File: config.mk
export PLATFORM = sky130hd
export DESIGN_NAME = deser16_pipe
export DESIGN_NICKNAME = d
export VERILOG_FILES = /design/src/rtl/deser16_pkg.sv /design/src/rtl/deser16_phase.sv /design/src/rtl/deser16_sipo.sv /design/src/rtl/deser16_hold.sv /design/src/rtl/deser16_outreg.sv /design/src/rtl/deser16_pipe.sv
export SDC_FILE = /design/constraint.sdc
export NUM_CORES = 1
export LEC_CHECK = 0
export CAP_MARGIN = 25
export CORE_ASPECT_RATIO = 0.75
export CORE_UTILIZATION = 48
export CTS_CLUSTER_DIAMETER = 100
export DETAILED_ROUTE_END_ITERATION = 16
export GPL_ROUTABILITY_DRIVEN = 1
export PLACE_DENSITY_LB_ADDON = 0.3
export SKIP_LAST_GASP = 1
export SYNTH_ARGS = -nofsm -noshare
export SYNTH_HDL_FRONTEND = slang
export SYNTH_SLANG_ARGS = --single-unit
File: constraint.sdc
create_clock -name clk_bit -period 1.44 [get_ports clk_bit]
set_clock_uncertainty 0.2 [all_clocks]
set_input_delay 0.288 -clock clk_bit [delete_from_list [all_inputs] [get_ports clk_bit]]
set_output_delay 0.288 -clock clk_bit [all_outputs]
set_load 0.02 [all_outputs]
File: src/rtl/deser16_pkg.sv
package deser16_pkg;

  // Timing controls produced by the word phase counter
  typedef struct packed {
    logic hold_ld;   // one-cycle strobe: copy shift register into holding stage
    logic mid_tick;  // count is at mid-word: output transfer point
    logic pclk;      // registered parallel clock
  } phase_t;

endpackage

File: src/rtl/deser16_phase.sv
module deser16_phase #(
  parameter int WORD_W = 16
) (
  input  logic                 clk,
  input  logic                 rst,
  input  logic                 realign,
  output deser16_pkg::phase_t  ph
);
  localparam int CNT_W = $clog2(WORD_W);
  localparam logic [CNT_W-1:0] LAST_C = CNT_W'(WORD_W - 1);
  localparam logic [CNT_W-1:0] MID_C  = CNT_W'(WORD_W / 2);
  localparam logic [CNT_W-1:0] ZERO_C = '0;

  logic [CNT_W-1:0] cnt;
  logic             hold_ld_q;
  logic             pclk_q;

  always_ff @(posedge clk) begin
    if (rst) begin
      cnt       <= '0;
      hold_ld_q <= 1'b0;
      pclk_q    <= 1'b0;
    end else begin
      if (realign || cnt == LAST_C) cnt <= '0;
      else                          cnt <= cnt + 1'b1;
      hold_ld_q <= (cnt == LAST_C);
      if (cnt == ZERO_C)     pclk_q <= 1'b1;
      else if (cnt == MID_C) pclk_q <= 1'b0;
    end
  end

  assign ph.hold_ld  = hold_ld_q;
  assign ph.mid_tick = (cnt == MID_C);
  assign ph.pclk     = pclk_q;


  realign_restart_chk: assert property (@(posedge clk) disable iff (rst)
    realign |=> (cnt == ZERO_C));


  word_wrap_chk: assert property (@(posedge clk) disable iff (rst)
    (cnt == LAST_C && !realign) |=> (cnt == ZERO_C && hold_ld_q));

endmodule

File: src/rtl/deser16_sipo.sv
module deser16_sipo #(
  parameter int WORD_W    = 16,
  parameter bit MSB_FIRST = 1'b1
) (
  input  logic              clk,
  input  logic              rst,
  input  logic              din,
  output logic [WORD_W-1:0] sr
);
  generate
    if (MSB_FIRST) begin : g_msb
      always_ff @(posedge clk) begin
        if (rst) sr <= '0;
        else     sr <= {sr[WORD_W-2:0], din};
      end
    end else begin : g_lsb
      always_ff @(posedge clk) begin
        if (rst) sr <= '0;
        else     sr <= {din, sr[WORD_W-1:1]};
      end
    end
  endgenerate

endmodule

File: src/rtl/deser16_hold.sv
module deser16_hold #(
  parameter int WORD_W = 16
) (
  input  logic              clk,
  input  logic              rst,
  input  logic              ld,
  input  logic              take,
  input  logic [WORD_W-1:0] d,
  output logic [WORD_W-1:0] q,
  output logic              pending
);
  always_ff @(posedge clk) begin
    if (rst) begin
      q       <= '0;
      pending <= 1'b0;
    end else begin
      if (ld) q <= d;
      if (ld)        pending <= 1'b1;
      else if (take) pending <= 1'b0;
    end
  end


  no_overwrite_chk: assert property (@(posedge clk) disable iff (rst)
    ld |-> !pending);

endmodule

File: src/rtl/deser16_outreg.sv
module deser16_outreg #(
  parameter int WORD_W = 16
) (
  input  logic              clk,
  input  logic              rst,
  input  logic              ld,
  input  logic [WORD_W-1:0] d,
  output logic [WORD_W-1:0] q
);
  always_ff @(posedge clk) begin
    if (rst)     q <= '0;
    else if (ld) q <= d;
  end

endmodule

File: src/rtl/deser16_pipe.sv
module deser16_pipe #(
  parameter int WORD_W    = 16,
  parameter bit MSB_FIRST = 1'b1
) (
  input  logic              clk_bit,
  input  logic              rst,
  input  logic              ser_in,
  input  logic              word_realign,
  output logic              pclk_out,
  output logic [WORD_W-1:0] pdata_out
);
  deser16_pkg::phase_t ph;
  logic [WORD_W-1:0]   shreg;
  logic [WORD_W-1:0]   holdreg;
  logic                hold_pending;
  logic                out_ld;

  deser16_phase #(.WORD_W(WORD_W)) u_phase (
    .clk     (clk_bit),
    .rst     (rst),
    .realign (word_realign),
    .ph      (ph)
  );

  deser16_sipo #(.WORD_W(WORD_W), .MSB_FIRST(MSB_FIRST)) u_sipo (
    .clk (clk_bit),
    .rst (rst),
    .din (ser_in),
    .sr  (shreg)
  );

  assign out_ld = ph.mid_tick && hold_pending;

  deser16_hold #(.WORD_W(WORD_W)) u_hold (
    .clk     (clk_bit),
    .rst     (rst),
    .ld      (ph.hold_ld),
    .take    (out_ld),
    .d       (shreg),
    .q       (holdreg),
    .pending (hold_pending)
  );

  deser16_outreg #(.WORD_W(WORD_W)) u_out (
    .clk (clk_bit),
    .rst (rst),
    .ld  (out_ld),
    .d   (holdreg),
    .q   (pdata_out)
  );

  assign pclk_out = ph.pclk;


  data_on_fall_chk: assert property (@(posedge clk_bit) disable iff (rst)
    !$stable(pdata_out) |-> $fell(pclk_out));


  pclk_rise_on_load_chk: assert property (@(posedge clk_bit) disable iff (rst)
    ph.hold_ld |=> pclk_out);


  pending_survives_chk: assert property (@(posedge clk_bit) disable iff (rst)
    (hold_pending && !out_ld && !ph.hold_ld) |=> (hold_pending && $stable(holdreg)));

endmodule

==> impl_table.tex, run 1 <==
\begin{tabular}{lr}
\hline
Metric & Value \\
\hline
\multicolumn{2}{l}{\textbf{CTS}} \\
\quad Clock Root Buffer & clkbuf\_8 \\
\quad Number of buffers inserted to repair setup after CTS & 0 \\
\quad TritonCTS clock tree & built \\
\quad Maximum buffer depth of the clock tree & 2 \\
\quad Clock-pin slew of the registers on the worst-case setup and hold paths & 0.09 ns \\
\quad Cts-stage hold buffer count & 0 \\
\quad Number of sinks handled by clock tree synthesis & 55 \\
\quad Htree depth & 2 \\
\quad Number of CTS-inserted buffers & 5 \\
\quad Source-to-sink clock delay at the later pin of the worst-skew pair & 0.30 ns \\
\multicolumn{2}{l}{\textbf{Detailed routing}} \\
\quad Iter 0 DRT Violations & 34 \\
\quad Wire length on met1 & 1.47 mm \\
\quad Routed vias/inst & 4.72 \\
\quad First-pass detailed-route iteration total & 4 \\
\quad Post-detailed-route wirelength per cell & 11.6 um \\
\quad Sum of met3 wire segment lengths after detailed routing & between 90 and 100 um \\
\quad Wirelength, routed & 3.08 mm \\
\quad Number of nets still failing antenna checks after routing & 0 \\
\quad Met2 Routed Length & 1.48 mm \\
\quad Highest metal layer with signal wires & met4 \\
\quad Residual DRC & 0 \\
\quad Number of vias in the routed layout & 1245 \\
\multicolumn{2}{l}{\textbf{Setup path}} \\
\quad Cell type group with the largest total delay on the critical path & flip-flops \\
\quad Highest-delay cell along the critical path & dfxtp\_1 \\
\quad Worst reg2reg setup slack & just over 0.03 ns \\
\quad WP data required & roughly 0.95 ns \\
\quad Worst-path maximum fanout & 2 \\
\quad Element type at the critical path start & register \\
\quad Data arrival, critical path & 0.92 ns \\
\quad Startpoint of the most critical register-to-register path & u\_phase.cnt[1] \\
\quad Worst reg2reg endpoint & u\_out.q[3] \\
\quad Combined buffer and inverter count along the critical path & 1 \\
\quad Critical Path End Type & primary output \\
\quad Critical path cell sequence & clkdlybuf4s15\_2 \\
\quad Highest cell delay on the worst timing path & 0.36 ns \\
\quad Critical path class & reg -> out \\
\quad Reg2Reg Depth & 6 \\
\multicolumn{2}{l}{\textbf{Die}} \\
\quad Initial Util & 0.506 \\
\quad I/O pin count & 21 \\
\quad Die area & 0.00416 sq mm \\
\quad Placement Rows & 19 \\
\quad Width of the die & 74.2 um \\
\quad Core outline area & about 0.0037 sq mm \\
\quad Vertical die dimension & 56.1 um \\
\multicolumn{2}{l}{\textbf{Pwr}} \\
\quad Share of power burned in registers & 0.584 \\
\quad Portion of total power attributed to combinational logic & 0.029 \\
\quad Maximum vdd drop & 0.000820 V \\
\quad Power density over cell area & between 1000 and 1500 mW/mm\^{}2 \\
\quad Share of total power in the clock network & 0.387 \\
\quad Sum of internal, switching and leakage power & 2.63 mW \\
\quad Switching share of power & 0.191 \\
\quad Leakage Power & 0.831 nW \\
\quad Switching power & 0.502 mW \\
\quad Int Power & 2.12 mW \\
\multicolumn{2}{l}{\textbf{Worst hold path}} \\
\quad Worst Min Path Start & rst \\
\quad Cell depth of the worst hold path & 4 \\
\quad Type of the tightest min-delay check & in -> reg \\
\quad End of the worst hold path & u\_phase.cnt[0] \\
\multicolumn{2}{l}{\textbf{Placement}} \\
\quad Dpl hpwl & 2.12 mm \\
\quad Post-placement worst setup slack & -0.0187 ns \\
\quad Final estimated routing congestion in global placement & a little over 0.7 \\
\quad IO buf count & 20 \\
\multicolumn{2}{l}{\textbf{Global route}} \\
\quad Pin count of the biggest net entering global routing & 32 \\
\quad Initial antenna violation count & 0 \\
\quad First-pass GRT wire length & 5.16 mm \\
\quad Via count of the first global-routing pass & 1235 \\
\quad Total track usage & 0.165 \\
\quad Sum of overflow across all layers after global routing & 0 \\
\multicolumn{2}{l}{\textbf{Yosys}} \\
\quad Count of synthesis-stage warnings from yosys & 0 \\
\quad Number of nets produced by synthesis & around 190 \\
\quad Leading area contributor after synthesis & dfxtp\_1 \\
\quad Synth Instances & $\sim$190 \\
\quad Leading post-synthesis cells by cell area & dfxtp\_1 59\%, mux2i\_1 8.5\%, nand2\_1 6.6\% \\
\quad Distinct cells, synth & 24 \\
\quad FF+latch count, synth & 55 \\
\quad Sequential element share of the synthesized area & 0.587 \\
\quad Mean area per synthesized cell & 10.1 sq um \\
\quad Post-synth top area share & 0.587 \\
\quad Mapped cell area & $\sim$0.0019 sq mm \\
\multicolumn{2}{l}{\textbf{Timing}} \\
\quad Worst Slack Setup Final & 0.0308 ns \\
\quad Setup repair after global routing missed its margin & true \\
\quad Number of endpoints with negative hold slack in the final report & 0 \\
\quad Transition at the pin with the smallest max-transition slack & 0.209 ns \\
\quad Final critical-path share of the clock period & 0.979 \\
\quad Shortest period the worst path allows & around 1.4 ns \\
\quad Max-Slew Margin vs Limit & 0.860 \\
\quad Setup violations, final & 0 \\
\quad F\_max & 710 MHz \\
\quad Final max-slew violation count & 0 \\
\multicolumn{2}{l}{\textbf{Status}} \\
\quad Status & completed \\
\multicolumn{2}{l}{\textbf{Finish}} \\
\quad Util after Layout & 0.611 \\
\quad Net count reported at finish & 217 \\
\quad Layout-stage area growth over the synthesis result & 20.7\% \\
\quad Final-layout fill cell count & 325 \\
\quad Diode count & 0 \\
\quad Fraction of final layout cells with drive strength greater than 1 & 0.283 \\
\multicolumn{2}{l}{\textbf{Run}} \\
\quad Number of maximum-capacitance violations & 0 \\
\hline
\end{tabular}
[repair_timing]
action	4_1_cts	5_1_grt
endpoints found under the setup margin	29	30
resized for setup	43	22
pin swaps	0	0
[registers in the layout (all words and copies together), names as in the netlist]
signal / count
u_phase.pclk_q: 1
u_phase.cnt: 4
u_out.q: 16
u_hold.pending: 1
u_hold.q: 16
u_phase.hold_ld_q: 1
u_sipo.sr: 16
[worst max path at each step]
stage	cells past startpoint	startpoint	to	slack, ns
4_1_cts	1	u_out.q[13]	pdata_out[13]	-0.01
3_5_place_dp	6	u_phase.cnt[1]	u_out.q[3]	-0.02
3_3_place_gp	6	u_phase.cnt[1]	u_out.q[8]	0.03
5_1_grt	6	u_phase.cnt[1]	u_out.q[15]	-0.03
6_report	1	u_out.q[3]	pdata_out[3]	0.03
2_1_floorplan	7	u_phase.cnt[0]	u_out.q[10]	0.002
[cell usage after synthesis, drive strengths merged]
| cell type | count |
|---|---|
| a21oi | 17 |
| and3 | 1 |
| and4b | 1 |
| buf | 5 |
| clkbuf | 6 |
| dfxtp | 55 |
| ha | 2 |
| inv | 2 |
| mux2i | 16 |
| nand2 | 33 |
| nand3 | 2 |
| nand3b | 1 |
| nand4b | 1 |
| nor2 | 22 |
| nor2b | 17 |
| nor3 | 1 |
| o21ai | 1 |
| xnor2 | 1 |
| xor2 | 1 |
[area by class of cell]
class	count	area (sq um)	area share
clock buffers	6	82.6	0.0365
clock inverters	2	35.0	0.0155
inverters	2	7.51	0.00331
multi-input cells	117	734	0.324
flip-flops and latches	55	1100	0.487
well taps	52	65.1	0.0287
repair buffers	30	236	0.104
[power by group through the flow]
stage	registers [mW]	clock network, mW	logic, mW
global placement	1.57	0	0.0699
CTS	1.53	1.04	0.0754
floorplan	1.57	0	0.0370
detailed placement	1.57	0	0.0722
global route	1.54	1.10	0.0815
finish	1.53	1.02	0.0755
[logic make-up after synthesis]
logic type / count (synthesis) / synth area share
flops: 55 / 0.587
fa+ha+maj: 2 / 0.0133
mux: 16 / 0.0854
compound gates: 18 / 0.0680
xor+xnor: 2 / 0.00934
simple gates: 79 / 0.195
buf+inv: 13 / 0.0414
[per-stage QoR]
step	std cells	setup TNS, ns	hold WS [ns]	instance area (sq um)
after floorplan	185	0	0.165	1880
after global placement	256	0	0.240	2170
after detailed placement	256	-0.0527	0.252	2170
after CTS	264	-0.0115	0.163	2310
after global routing	264	-0.0691	0.183	2260
final	264	0	0.168	2260
[worst min-delay path, cell delays in order]
cell and delay, ns:
buf_2 0.15, nor2_1 0.07, nand2_1 0.08, nor2_1 0.04
[cell usage in the layout (no fill, tap or decap), drive strengths merged]
cell	netlist	routed
and4b	1	1
inv	2	2
ha	2	2
a21oi	17	17
nand3	2	2
nor2b	17	17
bufinv	0	1
nand4b	1	1
clkbuf	6	20
nor3	1	1
clkinv	0	1
o21ai	1	1
dfxtp	55	55
nand3b	1	1
xor2	1	1
xnor2	1	1
clkdlybuf4s15	0	3
mux2i	16	16
buf	5	11
nor2	22	22
clkdlybuf4s50	0	2
and3	1	1
nand2	33	33
[metal layers]
metal  up-vias  GRT usage
met5         -          0
met4         0     0.0824
met3         5     0.0435
met2        16      0.274
met1       576      0.195
li1        648          -
Power figures use the tool's default switching activity.
==> inputs of run 2 (changes only) <==
--- a/config.mk
+++ b/config.mk
@@ -7,11 +7,11 @@
 export LEC_CHECK = 0
 export CAP_MARGIN = 25
 export CORE_ASPECT_RATIO = 0.75
-export CORE_UTILIZATION = 48
+export CORE_UTILIZATION = 56
 export CTS_CLUSTER_DIAMETER = 100
 export DETAILED_ROUTE_END_ITERATION = 16
 export GPL_ROUTABILITY_DRIVEN = 1
-export PLACE_DENSITY_LB_ADDON = 0.3
+export PLACE_DENSITY = 0.83
 export SKIP_LAST_GASP = 1
 export SYNTH_ARGS = -nofsm -noshare
 export SYNTH_HDL_FRONTEND = slang
==> constraint.sdc (replaced) <==
create_clock -name clk_bit -period 1.7 [get_ports clk_bit]
set_clock_uncertainty 0.2 [all_clocks]
set_input_delay 0.34 -clock clk_bit [delete_from_list [all_inputs] [get_ports clk_bit]]
set_output_delay 0.34 -clock clk_bit [all_outputs]
set_load 0.02 [all_outputs]
==> run 2 against run 1 <==
Compared with the run above: sequential share of layout area rose by 1.0 points; final area decreased by 2.3%; count of clock-buffer cells in the layout is 1 lower; combinational power decreased by 22%; routed wire length is 7.5% higher; global-route usage is 5.5 points higher; largest power group unchanged; highest routed layer unchanged.
==> impl_table.tex, run 2 (synthesized netlist as in run 1, its figures left out) <==
\begin{tabular}{lr}
\hline
Metric & Value \\
\hline
\multicolumn{2}{l}{\textbf{Status}} \\
\quad Status & completed \\
\multicolumn{2}{l}{\textbf{Timing}} \\
\quad Worst Slack Setup Final & 0.128 ns (+0.0971 ns) \\
\quad Setup violations, final & 0 (unchanged) \\
\quad Final critical-path share of the clock period & 0.925 \\
\quad Shortest period the worst path allows & 1.57 ns \\
\quad Max-Slew Margin vs Limit & 0.710 (-0.150) \\
\quad Number of endpoints with negative hold slack in the final report & 0 (unchanged) \\
\quad Total Neg Setup Slack & 0 ns (unchanged) \\
\quad F\_max & between 600 and 700 MHz \\
\quad Setup repair after global routing missed its margin & false \\
\quad Transition at the pin with the smallest max-transition slack & 0.434 ns (+0.225 ns) \\
\quad Final max-slew violation count & 0 (unchanged) \\
\multicolumn{2}{l}{\textbf{Die}} \\
\quad Width of the die & 68.8 um (-7.2\%) \\
\quad Placement Rows & 17 (-2) \\
\quad Die area & 0.00359 sq mm (-14\%) \\
\quad Vertical die dimension & 52.1 um (-7.2\%) \\
\quad Initial Util & 0.612 (+0.107) \\
\quad I/O pin count & 21 (unchanged) \\
\quad Core outline area & 0.00306 sq mm (-17\%) \\
\multicolumn{2}{l}{\textbf{Setup path}} \\
\quad Highest cell delay on the worst timing path & 0.37 ns (about the same) \\
\quad Worst reg2reg setup slack & 0.16 ns (+0.13 ns) \\
\quad Critical path destination & pdata\_out[3] \\
\quad Reg2Reg Depth & 5 (-1) \\
\quad Logic depth of the worst path, buffers included & 1 (unchanged) \\
\quad Highest-delay cell along the critical path & dfxtp\_1 \\
\quad Combined buffer and inverter count along the critical path & 1 (unchanged) \\
\quad Element type at the critical path start & register \\
\quad Critical path class & reg -> out \\
\quad Critical Path End Type & primary output \\
\quad WP data required & 1.16 ns (+0.21 ns) \\
\quad Worst-path maximum fanout & 2 (unchanged) \\
\quad Worst reg2reg endpoint & u\_out.q[7] \\
\quad Cell type group with the largest total delay on the critical path & flip-flops \\
\quad Startpoint of the most critical register-to-register path & u\_phase.cnt[0] \\
\quad Critical path cell sequence & dlygate4sd2\_1 \\
\quad Data arrival, critical path & 1.03 ns (+0.11 ns) \\
\quad Crit path from & u\_out.q[3] \\
\multicolumn{2}{l}{\textbf{Finish}} \\
\quad Register area & 0.00110 sq mm (-0.23\%) \\
\quad Post-Layout Inst Area & 0.00221 sq mm (-2.3\%) \\
\quad Diode count & 0 (unchanged) \\
\quad Area taken by multi-input logic gates & 707 sq um (-3.7\%) \\
\quad Layout-stage area growth over the synthesis result & 18.0\% \\
\quad Leading registers by flop count & u\_hold.q: 16 flops, u\_out.q: 16 flops, u\_sipo.sr: 16 flops \\
\quad Fraction of final layout cells with drive strength greater than 1 & 0.126 (-0.157) \\
\quad Final-layout fill cell count & 208 (-36\%) \\
\quad Net count reported at finish & 213 (-1.8\%) \\
\quad Most common cell after layout, fill and taps aside & dfxtp\_1 \\
\quad Commonest cells after routing, fill and taps aside & 55 x dfxtp\_1, 33 x nand2\_1, 22 x nor2\_1 \\
\multicolumn{2}{l}{\textbf{CTS}} \\
\quad Number of sinks handled by clock tree synthesis & 55 (unchanged) \\
\quad Source-to-sink clock delay at the later pin of the worst-skew pair & 0.31 ns (about the same) \\
\quad Clock-pin slew of the registers on the worst-case setup and hold paths & 0.09 ns (about the same) \\
\quad Maximum buffer depth of the clock tree & 2 (unchanged) \\
\quad Clock Root Buffer & clkbuf\_8 \\
\quad Htree depth & 2 (unchanged) \\
\quad Number of buffers inserted to repair setup after CTS & 0 (unchanged) \\
\quad TritonCTS clock tree & built \\
\quad Number of CTS-inserted buffers & 5 (unchanged) \\
\multicolumn{2}{l}{\textbf{Worst hold path}} \\
\quad Type of the tightest min-delay check & in -> reg \\
\multicolumn{2}{l}{\textbf{Placement}} \\
\quad IO buf count & 20 (unchanged) \\
\quad Post-placement worst setup slack & 0.00751 ns (+0.0262 ns) \\
\quad Dpl hpwl & 2.25 mm (+5.8\%) \\
\quad DP Area & 0.00212 sq mm (-2.4\%) \\
\quad Final estimated routing congestion in global placement & 0.745 (+2.8\%) \\
\multicolumn{2}{l}{\textbf{Global route}} \\
\quad Total track usage & 0.221 (+0.0553) \\
\quad First-pass GRT wire length & 5.50 mm (+6.5\%) \\
\quad Sum of overflow across all layers after global routing & 0 (unchanged) \\
\quad Initial antenna violation count & 0 (unchanged) \\
\quad Pin count of the biggest net entering global routing & 23 (-28\%) \\
\quad Via count of the first global-routing pass & 1209 (-2.1\%) \\
\multicolumn{2}{l}{\textbf{Detailed routing}} \\
\quad Number of vias in the routed layout & 1280 (+2.8\%) \\
\quad First-pass detailed-route iteration total & 4 (unchanged) \\
\quad Residual DRC & 0 (unchanged) \\
\quad Post-detailed-route wirelength per cell & 13.5 um (+16\%) \\
\quad Number of nets still failing antenna checks after routing & 0 (unchanged) \\
\quad Wirelength, routed & 3.31 mm (+7.5\%) \\
\quad Routed vias/inst & 5.22 (+11\%) \\
\quad Iter 0 DRT Violations & 98 (+190\%) \\
\multicolumn{2}{l}{\textbf{Pwr}} \\
\quad Power density over cell area & 990 mW/mm\^{}2 (-15\%) \\
\quad Leakage Power & 0.859 nW (+3.4\%) \\
\quad Maximum vdd drop & 0.000722 V (-12\%) \\
\quad Sum of internal, switching and leakage power & 2.19 mW (-17\%) \\
\multicolumn{2}{l}{\textbf{Run}} \\
\quad Number of maximum-capacitance violations & 0 (unchanged) \\
\hline
\end{tabular}
run 2: per-stage QoR:
step                hold WS [ns]   util  instances
floorplan                  0.217      -        185
global placement           0.241  0.692        238
detailed placement         0.249  0.692        238
CTS                        0.239  0.720        245
global route               0.241  0.723        245
finish                     0.244  0.723        245
run 2: power by group:
part	internal, mW	switching [mW]	total, mW
registers	1.30	0.00541	1.30
clock network	0.430	0.401	0.831
logic	0.0250	0.0340	0.0591
total	1.75	0.440	2.19
run 2: area by class of cell:
type | count | area share
inverters | 2 | 0.00339
multi-input cells | 117 | 0.319
clock buffers | 5 | 0.0311
clock inverters | 2 | 0.0170
flip-flops and latches | 55 | 0.497
well taps | 38 | 0.0215
repair buffers | 26 | 0.110
run 2: how the worst min path moves through the flow:
stage / start / to / slack [ns] / depth (start not counted)
2_1_floorplan: word_realign / u_phase.cnt[2] / 0.22 / 1
6_report: rst / u_phase.pclk_q / 0.24 / 2
5_1_grt: rst / u_hold.q[12] / 0.24 / 2
4_1_cts: rst / u_hold.q[12] / 0.24 / 2
3_5_place_dp: u_sipo.sr[10] / u_sipo.sr[11] / 0.25 / 1
3_3_place_gp: u_sipo.sr[8] / u_sipo.sr[9] / 0.24 / 1
run 2: metal layers:
| metal | vias to the layer above | track usage | wire length (um) |
|---|---|---|---|
| met3 | 11 | 0.0921 | 126 |
| li1 | 636 | - | - |
| met5 | - | 0 | 0 |
| met1 | 609 | 0.263 | 1490 |
| met2 | 24 | 0.353 | 1620 |
| met4 | 0 | 0.0816 | 69 |
run 2: timing repair:
item,in CTS,in global routing
gates resized for setup,18,1
setup endpoints to repair,20,15
hold buffers,0,0
run 2: worst reg2reg max path, stage by stage (launching register included):
cell	delay (ns)
dfxtp_1	0.35
inv_1	0.07
ha_1	0.17
and4b_2	0.44
nand2_1	0.13
a21oi_2	0.13
